==> config.mk <==
export PLATFORM = sky130hd
export DESIGN_NAME = sio_port
export DESIGN_NICKNAME = d
export VERILOG_FILES = /design/src/rtl/sio_pkg.sv /design/src/rtl/sio_sck_sync.sv /design/src/rtl/sio_regs.sv /design/src/rtl/sio_port.sv
export SDC_FILE = /design/constraint.sdc
export NUM_CORES = 1
export LEC_CHECK = 0
export BUFFER_PORTS_ARGS = -buffer_cell sky130_fd_sc_hd__buf_2
export CORE_UTILIZATION = 50
export CTS_CLUSTER_DIAMETER = 40
export DETAILED_ROUTE_END_ITERATION = 6
export HOLD_SLACK_MARGIN = 0.15
export PLACE_DENSITY_LB_ADDON = 0.05
export SYNTH_ARGS = -nofsm -noshare
export SYNTH_HDL_FRONTEND = slang
export SYNTH_HIERARCHICAL = 1
export SYNTH_SLANG_ARGS = --single-unit
==> constraint.sdc <==
create_clock -name clk -period 3.55 [get_ports clk]
set_clock_uncertainty 0.1 [all_clocks]
set_input_delay 0.1775 -clock clk [delete_from_list [all_inputs] [get_ports clk]]
set_output_delay 0.1775 -clock clk [all_outputs]
set_load 0.05 [all_outputs]
==> src/rtl/sio_pkg.sv <==
package sio_pkg;
    typedef enum logic [1:0] {
        ST_IDLE,
        ST_MASTER,
        ST_SLAVE
    } sio_state_e;

    localparam int ADDR_CTRL = 'hA;
    localparam int ADDR_STAT = 'hB;
    localparam int ADDR_DATA = 'hC;
endpackage

==> src/rtl/sio_sck_sync.sv <==
module sio_sck_sync #(
    parameter int STAGES = 2
) (
    input  logic clk,
    input  logic rst_n,
    input  logic sck_in,
    output logic sck_rise,
    output logic sck_fall
);
    logic [STAGES:0] pipe_q;

    always_ff @(posedge clk or negedge rst_n) begin
        if (!rst_n) pipe_q <= '1;
        else        pipe_q <= {pipe_q[STAGES-1:0], sck_in};
    end

    assign sck_rise = pipe_q[STAGES-1] & ~pipe_q[STAGES];
    assign sck_fall = ~pipe_q[STAGES-1] & pipe_q[STAGES];

    assert_edges_exclusive_R10: assert property (@(posedge clk) disable iff (!rst_n)
        !(sck_rise && sck_fall));
endmodule

==> src/rtl/sio_regs.sv <==
module sio_regs
    import sio_pkg::*;
#(
    parameter int DW = 8,
    parameter int AW = 4
) (
    input  logic          clk,
    input  logic          rst_n,
    input  logic          bus_sel,
    input  logic          bus_wr,
    input  logic [AW-1:0] bus_addr,
    input  logic [1:0]    ctrl_wdata,
    input  logic          busy,
    input  logic          done,
    input  logic [DW-1:0] rx_byte,
    output logic          en,
    output logic          mst,
    output logic          start,
    output logic [DW-1:0] bus_rdata
);
    logic          armed_q, spif_q, dcol_q;
    logic [DW-1:0] data_q;
    logic          wr_ctrl, rd_stat, acc_data, wr_data, collide;

    assign wr_ctrl  = bus_sel && bus_wr && (bus_addr == AW'(ADDR_CTRL));
    assign rd_stat  = bus_sel && !bus_wr && (bus_addr == AW'(ADDR_STAT));
    assign acc_data = bus_sel && (bus_addr == AW'(ADDR_DATA));
    assign wr_data  = acc_data && bus_wr;
    assign start    = wr_data && en && !busy;
    assign collide  = wr_data && en && busy;

    always_ff @(posedge clk or negedge rst_n) begin
        if (!rst_n) begin
            en      <= 1'b0;
            mst     <= 1'b0;
            armed_q <= 1'b0;
            spif_q  <= 1'b0;
            dcol_q  <= 1'b0;
            data_q  <= '0;
        end else begin
            if (wr_ctrl) begin
                en  <= ctrl_wdata[0];
                mst <= ctrl_wdata[1];
            end
            if (rd_stat && (spif_q || dcol_q)) armed_q <= 1'b1;
            else if (acc_data)                 armed_q <= 1'b0;
            if (done)                       spif_q <= 1'b1;
            else if (acc_data && armed_q)   spif_q <= 1'b0;
            if (collide)                    dcol_q <= 1'b1;
            else if (acc_data && armed_q)   dcol_q <= 1'b0;
            if (done) data_q <= rx_byte;
        end
    end

    always_comb begin
        bus_rdata = '0;
        if (bus_addr == AW'(ADDR_CTRL))      bus_rdata = DW'({mst, en});
        else if (bus_addr == AW'(ADDR_STAT)) bus_rdata = {spif_q, dcol_q, {(DW-2){1'b0}}};
        else if (bus_addr == AW'(ADDR_DATA)) bus_rdata = data_q;
    end

    assert_flag_from_finish_R4: assert property (@(posedge clk) disable iff (!rst_n)
        $rose(spif_q) |-> $past(done));
    assert_collision_when_busy_R5: assert property (@(posedge clk) disable iff (!rst_n)
        $rose(dcol_q) |-> $past(busy));
    assert_data_kept_when_idle_R7: assert property (@(posedge clk) disable iff (!rst_n)
        !busy |=> $stable(data_q));
endmodule

==> src/rtl/sio_port.sv <==
module sio_port
    import sio_pkg::*;
#(
    parameter int DW          = 8,
    parameter int DIV         = 4,
    parameter int SYNC_STAGES = 2,
    parameter int AW          = 4
) (
    input  logic          clk,
    input  logic          rst_n,
    input  logic          bus_sel,
    input  logic          bus_wr,
    input  logic [AW-1:0] bus_addr,
    input  logic [DW-1:0] bus_wdata,
    output logic [DW-1:0] bus_rdata,
    input  logic          sck_in,
    output logic          sck_out,
    output logic          sck_oe,
    input  logic          sdi,
    output logic          sdo,
    output logic          pins_serial
);
    localparam int PW = (DIV > 2) ? $clog2(DIV) : 1;
    localparam int CW = $clog2(DW);

    sio_state_e    state_q, state_d;
    logic [PW-1:0] ph_q;
    logic [CW-1:0] cnt_q;
    logic [DW-1:0] shift_q, rx_byte;
    logic          sdo_q;
    logic          en, mst, start, busy, done;
    logic          s_rise, s_fall, rise_evt, fall_evt, last, abort;

    sio_regs #(.DW(DW), .AW(AW)) regs_i (
        .clk(clk), .rst_n(rst_n), .bus_sel(bus_sel), .bus_wr(bus_wr),
        .bus_addr(bus_addr), .ctrl_wdata(bus_wdata[1:0]), .busy(busy),
        .done(done), .rx_byte(rx_byte), .en(en), .mst(mst), .start(start),
        .bus_rdata(bus_rdata)
    );

    sio_sck_sync #(.STAGES(SYNC_STAGES)) sync_i (
        .clk(clk), .rst_n(rst_n), .sck_in(sck_in),
        .sck_rise(s_rise), .sck_fall(s_fall)
    );

    assign rise_evt = (state_q == ST_MASTER && ph_q == PW'(DIV/2 - 1)) ||
                      (state_q == ST_SLAVE && s_rise);
    assign fall_evt = (state_q == ST_MASTER && ph_q == PW'(DIV - 1)) ||
                      (state_q == ST_SLAVE && s_fall);
    assign last     = rise_evt && (cnt_q == CW'(DW - 1));
    assign abort    = (state_q == ST_MASTER && !(en && mst)) ||
                      (state_q == ST_SLAVE && !(en && !mst));
    assign done     = last && !abort;
    assign rx_byte  = {shift_q[DW-2:0], sdi};

    always_comb begin
        state_d = state_q;
        unique case (state_q)
            ST_IDLE:   if (start) state_d = mst ? ST_MASTER : ST_SLAVE;
            ST_MASTER,
            ST_SLAVE:  if (abort || last) state_d = ST_IDLE;
            default:   state_d = ST_IDLE;
        endcase
    end

    always_ff @(posedge clk or negedge rst_n) begin
        if (!rst_n) state_q <= ST_IDLE;
        else        state_q <= state_d;
    end

    always_ff @(posedge clk or negedge rst_n) begin
        if (!rst_n) begin
            ph_q    <= '0;
            cnt_q   <= '0;
            shift_q <= '0;
            sdo_q   <= 1'b0;
        end else if (start) begin
            ph_q    <= '0;
            cnt_q   <= '0;
            shift_q <= bus_wdata;
            sdo_q   <= bus_wdata[DW-1];
        end else if (abort) begin
            ph_q  <= '0;
            cnt_q <= '0;
        end else if (state_q != ST_IDLE) begin
            if (state_q == ST_MASTER)
                ph_q <= (ph_q == PW'(DIV - 1)) ? '0 : ph_q + 1'b1;
            if (rise_evt) begin
                shift_q <= rx_byte;
                cnt_q   <= cnt_q + 1'b1;
            end
            if (fall_evt) sdo_q <= shift_q[DW-1];
        end
    end

    always_comb begin
        busy        = (state_q != ST_IDLE);
        sck_out     = !(state_q == ST_MASTER && ph_q < PW'(DIV/2));
        sck_oe      = en && mst;
        pins_serial = en;
        sdo         = sdo_q;
    end

    assert_disable_stops_R7: assert property (@(posedge clk) disable iff (!rst_n)
        !en |=> !busy);
    assert_master_clear_stops_R8: assert property (@(posedge clk) disable iff (!rst_n)
        (state_q == ST_MASTER && !mst) |=> (state_q == ST_IDLE));
    assert_slave_no_drive_R10: assert property (@(posedge clk) disable iff (!rst_n)
        !sck_oe |-> sck_out);
    assert_sdo_hold_high_R3: assert property (@(posedge clk) disable iff (!rst_n)
        (state_q == ST_MASTER && $past(state_q == ST_MASTER) && sck_out && $past(sck_out))
        |-> $stable(sdo_q));
endmodule

==> key figures <==
Clock network
  – Post-CTS setup buffer count: 0
  – Root cell of the clock tree: sky130_fd_sc_hd__clkbuf_4
  – Bufs on Longest Clock Path: 2
  – Skew-Pair Late Insertion Delay: 0.34 ns
  – Clock-pin slew on the worst setup and hold paths: 0.11 ns
  – Number of clock buffers inserted by TritonCTS: 5
  – Sink count of the clock tree: 32
  – Htree depth: 2
  – CTS tree: yes

Timing
  – Final number of max-transition violations: 0
  – Worst-case headroom to the max-slew limit: 49.6%
  – Setup violations, final: 0
  – Final critical-path required period: 2.53 ns
  – Setup TNS after final layout: 0 ns
  – Hold Violations, Final: 0
  – Worst-margin pin slew: 0.755 ns
  – Setup repair after global routing missed its margin: no
  – Final period utilization: 71.2%
  – Highest clock rate: 396 MHz

Die
  – Row count: 20
  – Initial standard-cell utilization of the core: 53.8%
  – Die area: 0.00357 mm^2
  – Core Box Area: 0.00310 mm^2
  – Die boundary height: 59.8 um
  – I/O Pins: 30
  – Die X-Extent: 59.8 um

Worst setup path
  – WS Path Type: reg2reg
  – Launching element type of the critical path: flop
  – Data required time of the worst path: 3.67 ns
  – Longest individual stage delay on the worst path: 0.65 ns
  – Cell breakdown of the critical path: inv_1, ha_1, mux2i_2, o2bb2ai_2, nor2b_1, mux2_2
  – Data arrival time at the worst-slack endpoint: 2.65 ns
  – Number of buffer and inverter stages on the critical path: 1
  – Critical-path maximum fanout: 9
  – Highest-delay cell along the critical path: sky130_fd_sc_hd__nor2b_1
  – Critical path endpoint category: flop
  – Worst path top cell family by delay: multiplexers

Power and ir drop
  – Combinational share of power: 25.3%
  – Sequential power share: 48.1%
  – Switching pwr: 303 uW
  – Lkg Pwr: 1.00 nW
  – Clock share of power: 26.6%
  – Switching share of total power: 33.5%
  – Ratio of total power to cell area: 435 mW/mm^2
  – Internal: 601 uW
  – Maximum vdd drop: 0.000299 V

GRT
  – Global-route wire length before repair: 5930 um
  – Antenna violations before repair: 0
  – Global Route Usage Sum: 23.3%
  – Maximum number of pins on one net before global-route repair: 33
  – Residual overflow from global routing: 0
  – Via count of the first global-routing pass: 1285

Synth
  – Number of enable flip-flop cells after synthesis: 0
  – Flip-flop cell with the highest count after synthesis: sky130_fd_sc_hd__dfrtp_1
  – Register area share after synthesis: 48.2%
  – Warning count from the yosys run: 6
  – Syn Std Cell Area: 0.00167 mm^2
  – Net count after synthesis: 171
  – Share of synthesized flip-flops with an asynchronous set or reset: 100%
  – Average size of a mapped cell: 11.4 um^2
  – Synth Instances: 146
  – Distinct cells, synth: 42
  – Yosys reg bits: 32

Cells and area
  – Antenna diode instance count: 0
  – Number of nets at the end of the flow: 219
  – Top library cells by usage in the layout, fill and taps aside: sky130_fd_sc_hd__dfrtp_1, sky130_fd_sc_hd__buf_2, sky130_fd_sc_hd__dlygate4sd3_1
  – Layout cell share with drive strength beyond 1: 32.3%
  – Fill count: 276
  – Layout overhead on the synthesized area: 24.5%
  – Share of the core filled with cells: 66.9%

Routing
  – Remaining DRCs: 0
  – Number of search-and-repair iterations in the first detailed-routing pass: 4
  – Ratio of routed vias to standard cells: 5.46
  – Residual antenna-violating net count after detailed routing: 0
  – Count of routing violations after the opening detailed-route iteration: 45
  – Number of vias in the routed layout: 1304
  – Detail-routed net length per standard cell: 15.1 um
  – Final WL: 3620 um

Placement
  – Placer Congestion: 0.802
  – IO Port Bufs: 29
  – Placed wire-length estimate: 2450 um

Outcome
  – Result of the run: complete, no violations

Hold path
  – Path category of the worst min-delay check: in2reg

Flow run
  – Max-cap violations: 0
cell families after synthesis:
family                     Yosys count  share of synthesized area (%)
adders and majority gates            7                           5.25
DFF                                 32                           48.2
and+or+nand+nor                     49                           17.9
xor gates and xnor gates             1                          0.525
muxes                               23                           14.8
buffers and inverters                9                           2.17
AOI/OAI and AO/OA                   25                           11.2
synth_stat cells, types with 2 or more instances:
master,n,share of area (%)
sky130_fd_sc_hd__inv_1,5,1.1
sky130_fd_sc_hd__mux2_2,10,6.8
sky130_fd_sc_hd__and4_1,2,1.1
sky130_fd_sc_hd__nor2_1,11,2.5
sky130_fd_sc_hd__o21ai_0,6,1.8
sky130_fd_sc_hd__and3_2,4,1.8
sky130_fd_sc_hd__nand4_1,3,1.1
sky130_fd_sc_hd__nand3_1,2,0.60
sky130_fd_sc_hd__mux2i_1,12,7.2
sky130_fd_sc_hd__a22oi_1,4,1.8
sky130_fd_sc_hd__ha_1,7,5.3
sky130_fd_sc_hd__a21oi_1,2,0.60
sky130_fd_sc_hd__nor2b_1,5,1.9
sky130_fd_sc_hd__nand2_1,12,2.7
sky130_fd_sc_hd__dfstp_2,3,4.7
sky130_fd_sc_hd__and2b_2,3,1.6
sky130_fd_sc_hd__dfrtp_1,29,44
sky130_fd_sc_hd__a311o_1,2,1.2
power by group through the flow:
stage | sequential [mW] | combinational (mW) | clock (mW)
after global routing | 0.440 | 0.250 | 0.264
after detailed placement | 0.442 | 0.216 | 0
after CTS | 0.435 | 0.230 | 0.248
after floorplan | 0.443 | 0.147 | 0
after global placement | 0.439 | 0.206 | 0
final | 0.435 | 0.229 | 0.240
per-layer routing:
metal  up-vias  part of all wire, %  global-route usage [%]
met1       623                   46                    29.6
met2        40                   48                    37.1
met4         0                  2.7                    13.0
li1        630                    -                       -
met3        11                  3.5                    4.76
met5         -                    0                       0
stage by stage:
stage                     std cells  total power, mW  setup WS, ns  hold WS (ns)  cell area, um^2
after floorplan                 146            0.589          1.49        -0.218             1670
after global placement          216            0.645          1.14         0.163             1860
after detailed placement        216            0.659         0.978         0.172             1860
after CTS                       239            0.913         0.960         0.178             2080
after global routing            239            0.954         0.849         0.201             2080
final                           239            0.904          1.02         0.197             2080
final cells by class:
type | count | area, um^2 | share of cell area (%)
timing repair buffer | 45 | 303 | 14.6
inverter | 5 | 18.8 | 0.904
tap | 44 | 55.1 | 2.65
multi-input combinational | 105 | 827 | 39.8
clock buffer | 8 | 68.8 | 3.31
sequential | 32 | 805 | 38.7
worst register-to-register path: cells and delay by family, from the launching register on:
kind	cells	cell delay, ns
AO/OA/AOI/OAI	1	0.20
adder cells (fa/ha/maj)	1	0.26
buffers and inverters	1	0.09
flip-flops	1	0.40
multiplexers	2	0.72
AND/OR/NAND/NOR	1	0.66
repair_timing:
| item | 4_1_cts | 5_1_grt |
|---|---|---|
| gates resized for setup | 0 | 0 |
| hold buffers | 15 | 0 |
| hold endpoints to repair | 45 | 0 |
state kept, by name, indices dropped and copies added, names as in the netlist:
signal / count
regs_i/data_q: 8
shift_q: 8
cnt_q: 3
sync_i/pipe_q: 3
ph_q: 2
state_q: 2
regs_i/armed_q: 1
regs_i/dcol_q: 1
regs_i/en: 1
regs_i/mst: 1
regs_i/spif_q: 1
sdo: 1
final timing paths:
path                                  start               end  slack [ns]  depth (start not counted)
max                              state_q[0]  regs_i/data_q[6]        1.02                          6
max in group asynchronous             rst_n               sdo        2.57                          2
max reg2reg                      state_q[0]  regs_i/data_q[6]        1.02                          6
min reg2reg                sync_i/pipe_q[0]  sync_i/pipe_q[1]        0.26                          0
min in group asynchronous             rst_n  regs_i/data_q[1]        0.32                          2
min                             bus_addr[0]     regs_i/dcol_q        0.20                          3
Note: power is estimated with default switching activity, not from simulation.
